===== src/rtl/bus_op_decoder.sv =====
module bus_op_decoder #(
  parameter int AW            = 8,
  parameter int DW            = 8,
  parameter int GLITCH_CYCLES = 3,
  parameter int IDLE_CYCLES   = 16
) (
  input  logic          clk,
  input  logic          rst,
  input  logic          ce_n,
  input  logic          we_n,
  input  logic          oe_n,
  input  logic [AW-1:0] addr_in,
  input  logic [DW-1:0] data_in,
  output logic          wr_stb,
  output logic [AW-1:0] wr_addr,
  output logic [DW-1:0] wr_data,
  output logic          rd_en,
  output logic          standby,
  output logic          auto_standby,
  output logic          wr_err
);
  localparam int CW = $clog2(GLITCH_CYCLES + 1);
  localparam int IW = $clog2(IDLE_CYCLES + 1);

  // index 0 = chip select, 1 = write strobe, 2 = output strobe (all active low)
  logic [2:0]    s1, s2, filt, filt_d;
  logic [CW-1:0] cnt [3];
  logic [IW-1:0] idle_cnt;
  logic          armed;

  always_ff @(posedge clk) begin
    if (rst) begin
      s1     <= '1;
      s2     <= '1;
      filt   <= '1;
      filt_d <= '1;
      for (int i = 0; i < 3; i++) cnt[i] <= '0;
    end else begin
      s1     <= {oe_n, we_n, ce_n};
      s2     <= s1;
      filt_d <= filt;
      for (int i = 0; i < 3; i++) begin
        if (s2[i] == filt[i]) begin
          cnt[i] <= '0;
        end else if (cnt[i] == CW'(GLITCH_CYCLES - 1)) begin
          filt[i] <= s2[i];
          cnt[i]  <= '0;
        end else begin
          cnt[i] <= cnt[i] + 1'b1;
        end
      end
    end
  end

  wire ce      = ~filt[0];
  wire we      = ~filt[1];
  wire oe      = ~filt[2];
  wire joint   = ce & we;
  wire joint_d = ~filt_d[0] & ~filt_d[1];
  wire active  = |(filt ^ filt_d);

  always_ff @(posedge clk) begin
    if (rst) begin
      rd_en   <= 1'b0;
      standby <= 1'b0;
    end else begin
      rd_en   <= ce & oe & ~we;
      standby <= ~ce;
    end
  end

  always_ff @(posedge clk) begin
    if (rst) begin
      armed   <= 1'b0;
      wr_err  <= 1'b0;
      wr_stb  <= 1'b0;
      wr_addr <= '0;
      wr_data <= '0;
    end else begin
      wr_stb <= 1'b0;
      if (joint && !joint_d) begin
        if (oe) begin
          wr_err <= 1'b1;
        end else begin
          armed   <= 1'b1;
          wr_addr <= addr_in;
        end
      end else if (armed && oe) begin
        armed  <= 1'b0;
        wr_err <= 1'b1;
      end else if (!joint && joint_d) begin
        if (armed) begin
          wr_stb  <= 1'b1;
          wr_data <= data_in;
          armed   <= 1'b0;
        end else begin
          wr_err <= 1'b1;
        end
      end
    end
  end

  always_ff @(posedge clk) begin
    if (rst || !ce || we || oe || active) begin
      idle_cnt     <= '0;
      auto_standby <= 1'b0;
    end else if (idle_cnt == IW'(IDLE_CYCLES - 1)) begin
      auto_standby <= 1'b1;
    end else begin
      idle_cnt <= idle_cnt + 1'b1;
    end
  end
endmodule


===== config.mk =====
export PLATFORM = sky130hd
export DESIGN_NAME = bus_op_decoder
export DESIGN_NICKNAME = d
export VERILOG_FILES = /design/src/rtl/bus_op_decoder.sv
export SDC_FILE = /design/constraint.sdc
export NUM_CORES = 1
export LEC_CHECK = 0
export BUFFER_PORTS_ARGS = -buffer_cell sky130_fd_sc_hd__buf_2
export CORE_ASPECT_RATIO = 1.5
export CORE_UTILIZATION = 59
export CTS_BUF_LIST = sky130_fd_sc_hd__clkbuf_8
export DETAILED_ROUTE_END_ITERATION = 6
export GPL_ROUTABILITY_DRIVEN = 0
export GPL_TIMING_DRIVEN = 1
export PLACE_DENSITY_LB_ADDON = 0.15
export SETUP_SLACK_MARGIN = 0.1
export SLEW_MARGIN = 10
export SYNTH_ARGS = -nofsm -noshare
export SYNTH_HDL_FRONTEND = slang
export SYNTH_SLANG_ARGS = --single-unit

===== constraint.sdc =====
create_clock -name clk -period 2.7 [get_ports clk]
set_input_delay 0 -clock clk [delete_from_list [all_inputs] [get_ports clk]]
set_output_delay 0 -clock clk [all_outputs]
set_load 0.02 [all_outputs]

==> results.tsv <==
metric	value	unit
syn avg cell area	10.2	sq um
DRT iter0 DRCs	33	
R2R cell count	3	
Die H	69.2	um
clock skew	0.00366	ns
unrepaired setup endpoints after global routing	no	
Vias/cell	4.80	
number of global-route vias before repair	1317	
Num CTS Buffers	5	
commonest non-fill, non-tap cell in the layout	buf_2	
Worst EP required	2.93	ns
worst skew pair latency	0.30	ns
initial antenna violation count	0	
Arrival @ worst endpoint	1.84	ns
Worst Setup End Kind	flip-flop	
TritonCTS clock tree	built	
Post-DP HPWL	2.00	mm
Max-cap violations	0	
Slew @ Worst Pin	0.544	ns
global-route wire length before repair	5.39	mm
Clock Sinks	45	
Netlist cell types	30	
die area	3240	sq um
fmax	623	MHz
flop and latch count out of synthesis	45	
drc violations	0	
Power Dens Cells	545	nW/um^2
post-synthesis sequential area ratio	54.1	%
fraction of layout cells with a size suffix above 1	27.3	%
detailed-router iteration count before antenna repair	4	
leakage	0.986	nW
setup_tns	0	ns
fin crit share	59.5	%
Syn-to-layout area delta	29.0	%
Congestion Overflow GR	0	
Ports	42	
crit start category	flip-flop	
core box area	2880	sq um
Final Power	1.25	mW
row count	24	
Netlist Area Pre-Place	1780	sq um
area leader, netlist	dfxtp_1	
Total Nets Final	263	
root buf cell	clkbuf_8	
Slew headroom	63.7	%
top cell type's share of synthesized area	43.9	%
Port Buffer Count	41	
gr usage total	22.9	%
via count	1330	
synthesis warning total	0	
wire per inst	11.6	um
Final Setup Violations	0	
diode count	0	
top area cells in the synthesized netlist	dfxtp_1 44%, mux2i_1 11%, edfxtp_1 10%, nand2_1 7.8%, ha_1 3.5%	
Crit Path Class	flip-flop to flip-flop	
post-cts resize count	0	
status	complete, no violations	
Clock H-tree levels	2	
fill cell count	198	
Die Span X	46.8	um
Setup Buffers After CTS	0	
Post-Route WL	3.20	mm
most frequent cells in the layout	41 x buf_2, 39 x dfxtp_1, 37 x nand2_1, 20 x mux2i_1, 19 x dlygate4sd3_1	
Hold Path Class	input port to flip-flop	
IR drop worst, VDD	0.642	mV
min Tclk post-route	1.61	ns
Cells after Synth	175	
Clk pin slew, worst setup/hold paths	0.08	ns
Hold Crit Depth	2	
hold-fix buffers at CTS	19	
Hold Fails Final Rpt	0	
Max Buffers Root-to-Sink	2	
largest net degree at the start of global routing	37	
ANT nets after route	0	
dpl cell area	2000	sq um
crit-path max FO	8	
Initial Util	61.6	%
Slew Limit Fails	0	
post-route cell area	2290	sq um
==> worst max-delay path, cell delays in order (launching register included) <==
cell and delay [ns]:
dfxtp_1 0.36, nor2_1 0.39, and3_1 0.55, mux2i_1 0.24
==> per-layer routing <==
metal | GRT usage (%) | up-vias | part of all wire [%]
met5 | 0 | - | 0
met4 | 7.62 | 0 | 1.6
met3 | 7.55 | 6 | 3.5
met2 | 39.4 | 25 | 53
met1 | 24.9 | 612 | 42
li1 | - | 687 | -
==> stage by stage <==
stage	setup WS, ns	utilization (%)	hold WS, ns	cells
floorplan	1.18	-	0.104	180
global placement	1.18	69.2	0.183	250
detailed placement	1.12	69.2	0.185	250
CTS	1.10	79.5	0.0541	277
global route	0.950	79.5	0.0806	277
finish	1.09	79.5	0.0538	277
==> cell families (layout without fill, tap and decap cells) <==
| family | Yosys count | after routing | share of synthesized area, % |
|---|---|---|---|
| and+or+nand+nor | 77 | 77 | 21.7 |
| buffers and inverters | 16 | 74 | 4.30 |
| DFF | 45 | 45 | 54.1 |
| muxes | 20 | 20 | 11.3 |
| xor gates and xnor gates | 6 | 6 | 2.96 |
| other | 1 | 6 | 0.211 |
| adders and majority gates | 5 | 5 | 3.52 |
| AOI/OAI and AO/OA | 5 | 5 | 1.97 |
==> worst paths after layout <==
path	slack [ns]	end	from
worst max-delay path	1.09	wr_addr[2]	filt[0]
worst min-delay path	0.05	standby	rst
worst max register to register	1.09	wr_addr[2]	filt[0]
worst min register to register	0.41	s2[2]	s1[2]
==> cells in the mapped netlist <==
library cell	number
dfxtp_1	39
nand2_1	37
mux2i_1	20
nor2_1	11
or2_2	9
clkbuf_1	7
edfxtp_1	6
nor2_2	6
ha_1	5
inv_1	5
xnor2_1	4
or3_1	3
a21oi_1	2
and3_1	2
buf_6	2
nor2b_1	2
xor2_1	2
buf_2	1
conb_1	1
inv_2	1
nand4b_1	1
nor3_4	1
nor4_1	1
o2111ai_1	1
o221ai_1	1
o31ai_1	1
or2_0	1
or3b_1	1
or4_1	1
or4b_4	1
==> final cells by class <==
type                       instances  area, sq um  area share, %
clock buffer                       5         68.8           3.00
clock inverter                     3         37.5           1.64
inverter                           6         22.5          0.983
multi-input combinational        119          758           33.1
sequential                        45          961           41.9
tap                               39         48.8           2.13
timing repair buffer              60          395           17.2
==> sequential cells by signal (all words and copies together), names as in the netlist, 3 cells and up <==
register and flops:
wr_data 8, s1 3, wr_addr 8, s2 3
idle_cnt 5, filt 3, filt_d 3, cnt 6
==> power by group <==
group,switching (mW),internal [mW]
logic,0.0319,0.0412
registers,0.00475,0.688
clock network,0.215,0.269
Power figures use the tool's default switching activity.
